`src/rtl/pdiv_pkg.sv`:
```
package pdiv_pkg;

    typedef enum logic [1:0] {
        SRC_EXT    = 2'd0,
        SRC_ROUTE  = 2'd1,
        SRC_PERIPH = 2'd2
    } src_e;

endpackage

```
`src/rtl/pdiv_route_mux.sv`:
```
module pdiv_route_mux #(
    parameter int          CODE_W    = 5,
    parameter logic [4:0]  SELF_CODE = 5'h1C,
    localparam int         ROUTE_N   = 2 ** CODE_W
) (
    input  logic [ROUTE_N-1:0] route_bus,
    input  logic [CODE_W-1:0]  route_code,
    output logic               route_tick
);

    // The unit's own output may not loop back: that code reads as constant low.
    always_comb begin
        if (route_code == CODE_W'(SELF_CODE)) begin
            route_tick = 1'b0;
        end else begin
            route_tick = route_bus[route_code];
        end
    end

endmodule

```
`src/rtl/pdiv_src_sel.sv`:
```
module pdiv_src_sel
    import pdiv_pkg::*;
(
    input  logic src_route_sel,
    input  logic src_periph_ovr,
    output src_e req_src
);

    always_comb begin
        if (src_periph_ovr) begin
            req_src = SRC_PERIPH;
        end else if (src_route_sel) begin
            req_src = SRC_ROUTE;
        end else begin
            req_src = SRC_EXT;
        end
    end

endmodule

```
`src/rtl/pdiv_core.sv`:
```
module pdiv_core
    import pdiv_pkg::*;
#(
    parameter int DIV_W = 8
) (
    input  logic             clk,
    input  logic             rst_n,
    input  logic             en,
    input  logic [DIV_W-1:0] req_div,
    input  src_e             req_src,
    input  logic             ext_tick,
    input  logic             route_tick,
    input  logic             periph_tick,
    output logic             clk_out,
    output logic             sel_tick,
    output logic [DIV_W-1:0] act_cnt,
    output logic [DIV_W-1:0] act_div,
    output src_e             act_src
);

    localparam logic [DIV_W-1:0] ONE = DIV_W'(1);
    localparam logic [DIV_W-1:0] TWO = DIV_W'(2);

    typedef struct packed {
        logic             run;
        logic             out;
        src_e             src;
        logic [DIV_W-1:0] div;
        logic [DIV_W-1:0] cnt;
    } state_t;

    state_t s_d, s_q;
    logic   tick;
    logic   last;

    always_comb begin
        s_d = s_q;
        unique case (s_q.src)
            SRC_EXT:   tick = ext_tick;
            SRC_ROUTE: tick = route_tick;
            default:   tick = periph_tick;
        endcase
        last = (s_q.cnt == s_q.div - ONE);

        if (!en) begin
            // Idle: clear and track the requested setup directly.
            s_d.run = 1'b0;
            s_d.out = 1'b0;
            s_d.cnt = '0;
            s_d.div = req_div;
            s_d.src = req_src;
        end else if (s_q.div < TWO) begin
            // Undivided: every cycle is a period boundary.
            s_d.run = 1'b1;
            s_d.out = tick;
            s_d.cnt = '0;
            s_d.div = req_div;
            s_d.src = req_src;
        end else if (!s_q.run) begin
            // First enabled cycle opens a full high phase.
            s_d.run = 1'b1;
            s_d.out = 1'b1;
        end else begin
            if (tick) begin
                if (last) begin
                    s_d.cnt = '0;
                    s_d.div = req_div;
                    s_d.src = req_src;
                end else begin
                    s_d.cnt = s_q.cnt + ONE;
                end
            end
            // High for floor(N/2) ticks, low for the rest.
            s_d.out = (s_d.div >= TWO) && (s_d.cnt < (s_d.div >> 1));
        end
    end

    always_ff @(posedge clk or negedge rst_n) begin
        if (!rst_n) begin
            s_q <= '{run: 1'b0, out: 1'b0, src: SRC_EXT, div: '0, cnt: '0};
        end else begin
            s_q <= s_d;
        end
    end

    assign clk_out  = s_q.out;
    assign sel_tick = tick;
    assign act_cnt  = s_q.cnt;
    assign act_div  = s_q.div;
    assign act_src  = s_q.src;

endmodule

```
`src/rtl/pdiv_unit.sv`:
```
module pdiv_unit
    import pdiv_pkg::*;
#(
    parameter int          DIV_W     = 8,
    parameter int          CODE_W    = 5,
    parameter logic [4:0]  SELF_CODE = 5'h1C,
    localparam int         ROUTE_N   = 2 ** CODE_W
) (
    input  logic               clk,
    input  logic               rst_n,
    input  logic               ext_osc_tick,
    input  logic               periph_tick,
    input  logic [ROUTE_N-1:0] route_bus,
    input  logic [CODE_W-1:0]  route_code,
    input  logic               src_route_sel,
    input  logic               src_periph_ovr,
    input  logic               div_en,
    input  logic [DIV_W-1:0]   div_value,
    output logic               div_clk_out
);

    logic             route_tick;
    src_e             req_src;
    logic             sel_tick;
    logic [DIV_W-1:0] act_cnt;
    logic [DIV_W-1:0] act_div;
    src_e             act_src;

    pdiv_route_mux #(
        .CODE_W    (CODE_W),
        .SELF_CODE (SELF_CODE)
    ) u_route (
        .route_bus  (route_bus),
        .route_code (route_code),
        .route_tick (route_tick)
    );

    pdiv_src_sel u_src (
        .src_route_sel  (src_route_sel),
        .src_periph_ovr (src_periph_ovr),
        .req_src        (req_src)
    );

    pdiv_core #(
        .DIV_W (DIV_W)
    ) u_core (
        .clk         (clk),
        .rst_n       (rst_n),
        .en          (div_en),
        .req_div     (div_value),
        .req_src     (req_src),
        .ext_tick    (ext_osc_tick),
        .route_tick  (route_tick),
        .periph_tick (periph_tick),
        .clk_out     (div_clk_out),
        .sel_tick    (sel_tick),
        .act_cnt     (act_cnt),
        .act_div     (act_div),
        .act_src     (act_src)
    );

endmodule

```
`config.mk`:
```
export PLATFORM = sky130hd
export DESIGN_NAME = pdiv_unit
export DESIGN_NICKNAME = d
export VERILOG_FILES = /design/src/rtl/pdiv_pkg.sv /design/src/rtl/pdiv_route_mux.sv /design/src/rtl/pdiv_src_sel.sv /design/src/rtl/pdiv_core.sv /design/src/rtl/pdiv_unit.sv
export SDC_FILE = /design/constraint.sdc
export NUM_CORES = 1
export LEC_CHECK = 0
export BUFFER_PORTS_ARGS = -buffer_cell sky130_fd_sc_hd__buf_2
export CORE_ASPECT_RATIO = 0.75
export CORE_MARGIN = 3
export CORE_UTILIZATION = 45
export DETAILED_ROUTE_END_ITERATION = 8
export PLACE_DENSITY = 0.78
export SLEW_MARGIN = 30
export SYNTH_ARGS = -nofsm -noshare
export SYNTH_HDL_FRONTEND = slang
export SYNTH_SLANG_ARGS = --single-unit
```
`constraint.sdc`:
```
create_clock -name clk -period 4.72 [get_ports clk]
set_input_delay 0.472 -clock clk [delete_from_list [all_inputs] [get_ports clk]]
set_output_delay 0.472 -clock clk [all_outputs]
set_load 0.05 [all_outputs]
```
==> metrics.md <==
| Metric | Value |
|---|---|
| Crit end category | `flip-flop` |
| VDD IR max | `0.000186 V` |
| # IOs | `53` |
| Worst reg2reg setup slack | `1070 ps` |
| Clock sink count | `20` |
| Clock Latency Late Sink | `260 ps` |
| Worst setup margin | `1070 ps` |
| Initial drt markers | `104` |
| Min-delay worst type | `in2async` |
| Overall power | `0.000471 W` |
| Detailed Route WL | `4380 um` |
| Vias | `1686` |
| Gpl congestion | `0.893` |
| Root buf cell | `clkbuf_8` |
| Cell repeated most along the worst path | `nor2_1` |
| Clock buffer depth | `2` |
| CP Class | `reg2reg` |
| Fmax | `274 MHz` |
| Ys Warns | `0` |
| CP Max Fanout | `8` |
| Final nets | `310` |
| Site Rows | `19` |
| Fill count | `366` |
| Max-Cap Viols | `0` |
| Average cell area after synthesis | `8.95 sq um` |
| # diodes | `0` |
| Clk_skew | `5.55 ps` |
| Required @ worst endpoint | `4860 ps` |
| Pleak | `0.952 nW` |
| Gr usage total | `19.5%` |
| CTS tree | `built` |
| RSZ-0062 raised after global routing | `no` |
| Port-buffer cells | `51` |
| Largest net degree at the start of global routing | `21` |
| CP max-delay cell | `nor3_1` |
| Area grow syn2layout | `17.2%` |
| WP data arrival | `3790 ps` |
| Syn nets | `265` |
| CTS Buf Count | `3` |
| Initial antenna violation count | `0` |
| Min cycle time layout | `3650 ps` |
| Worst Tran Pin Value | `618 ps` |
| CP Buf/Inv Count | `0` |
| Sequential area share after synthesis | `27.1%` |
| Postcts setup bufs | `0` |
| Routed wire length per instance | `14.5 um` |
| HPWL Detailed | `3540 um` |
| Global-route wire length before repair | `7400 um` |
| Worst path cell trace | `nor3_1 -> nand2_1 -> xor2_1 -> o311a_1 -> nor2_1 -> nor2_1 -> a22o_1 -> ha_1 -> nand4_1 -> o21bai_1 -> a221oi_1 -> o31ai_1` |
| Post-Syn Instances | `206` |
| Final Cycle Share | `77.4%` |
| Drt pass-1 iters | `4` |
| Vias in the first global route | `1550` |
| Die area | `0.00491 sq mm` |
| Top_reg_cell synth | `dfrtp_1` |
| Die height | `61.4 um` |
| Setup violators final | `0` |
| Vias/cell | `5.58` |
| Starting Density | `48.5%` |
| CP top delay family | `simple AND/OR/NAND/NOR gates` |
| Netlist cell types | `50` |
| Asr flop ratio synth | `100%` |
| Total gr overflow | `0` |
| Max-slew violation count | `0` |
| Post-cts gate resize count | `0` |
| CORE AREA | `0.00380 sq mm` |
| EDFF count, synth | `0` |
| CP Launch Type | `flip-flop` |
| Pre-CTS WS | `1060 ps` |
| Register area | `500 sq um` |
| Status | `completed` |
| Die width | `79.9 um` |
| Reg clk slew, reported paths | `80 ps` |
| Final Hold Fails | `0` |
| Slowest stage delay, CP | `520 ps` |
| Synth Register Bits | `20` |
| # DRC | `0` |
| Share of layout cells above drive strength 1 | `28.4%` |
| Pwr dens | `218 mW/mm^2` |
| H-Tree Depth | `1` |
| Hold_buf cts | `0` |
| Slew margin rel. | `58.4%` |
| Cell area after synthesis | `0.00184 sq mm` |
| Final TNS setup | `0 ps` |
| Count of antenna-violating nets left after detailed routing | `0` |
| Multi-input gate area | `0.00125 sq mm` |
## routing by layer
layer	share of wire (%)	GRT usage, %	wire length, um
met2	43	29.7	1870
met5	0	0	0
met1	50	29.5	2210
met4	0.27	2.17	12
met3	6.6	4.09	287
## metrics by stage
step / cell area (sq um) / instances / hold slack [ps] / util, %
after floorplan: 1840 / 206 / 176 / -
after global placement: 2110 / 298 / 454 / 55.4
after detailed placement: 2110 / 298 / 457 / 55.4
after CTS: 2160 / 302 / 169 / 56.8
after global routing: 2160 / 302 / 175 / 56.8
final: 2160 / 302 / 153 / 56.8
## where the power goes
part | total, W | switching (W) | leakage [nW] | internal (W)
Clock | 0.000133 | 0.0000582 | 0.0288 | 0.0000743
Sequential | 0.000201 | 0.0000178 | 0.252 | 0.000183
Combinational | 0.000138 | 0.0000712 | 0.671 | 0.0000670
Total | 0.000471 | 0.000147 | 0.952 | 0.000324
## path summary, 6_finish.rpt
kind | start | to | cells past startpoint
max | u_core.act_div[2]$_DFFE_PN0P_ | u_core.clk_out$_DFF_PN0_ | 12
min | rst_n | u_core.clk_out$_DFF_PN0_ | 1
max reg2reg | u_core.act_div[2]$_DFFE_PN0P_ | u_core.clk_out$_DFF_PN0_ | 12
min reg2reg | u_core.act_src[1]$_DFFE_PN0P_ | u_core.act_src[1]$_DFFE_PN0P_ | 1
max in group asynchronous | rst_n | u_core.act_cnt[6]$_DFFE_PN0P_ | 1
min in group clk | div_en | u_core.s_q[19]$_DFF_PN0_ | 1
## flip-flops by register name, indices dropped and copies added (netlist names)
| signal | flops |
|---|---|
| u_core.act_div | 8 |
| u_core.act_cnt | 8 |
| u_core.clk_out | 1 |
| u_core.act_src | 2 |
| u_core.s_q | 1 |
## cells in the mapped netlist, drive strengths merged (2+ instances only)
cell	number	area (sq um)
a21oi	6	30.0
a22o	3	26.3
and3	2	12.5
buf	5	36.3
clkbuf	6	22.5
dfrtp	20	500
ha	7	87.6
inv	8	30.0
mux2	8	90.1
mux2i	16	160
mux4	6	135
nand2	18	75.1
nand2b	5	31.3
nand3	6	30.0
nand3b	2	15.0
nor2	23	86.3
nor2b	2	12.5
nor3	10	61.3
o211ai	2	15.0
o21ai	13	65.1
o22ai	2	12.5
o31ai	3	22.5
or4	2	18.8
or4b	2	20.0
xnor2	8	70.1
xor2	3	26.3
## layout by cell type (no fill, tap or decap), drive strengths merged, types with 3 or more instances in the layout
| cell | count |
|---|---|
| nor2 | 23 |
| inv | 8 |
| buf | 51 |
| nor3 | 10 |
| mux2 | 8 |
| clkbuf | 4 |
| mux4 | 6 |
| o31ai | 3 |
| o21ai | 13 |
| nand2 | 18 |
| mux2i | 16 |
| nand3 | 6 |
| nand2b | 5 |
| ha | 7 |
| dfrtp | 20 |
| xnor2 | 8 |
| a22o | 3 |
| xor2 | 3 |
| a21oi | 6 |
## final cells by class
cell class                 count  area share, %
tap                           52           3.01
timing repair buffer          51           11.8
sequential                    20           23.2
inverter                       8           1.39
clock buffer                   4           2.55
multi-input combinational    167           58.1
## kinds of logic after synthesis
group           share of synthesized area (%)
xor+xnor                                 5.22
buf+inv                                  4.82
simple gates                             21.6
compound gates                           15.5
flops                                    27.1
fa+ha+maj                                4.75
mux                                      20.9
No activity file was read; power rests on OpenSTA's default activity.
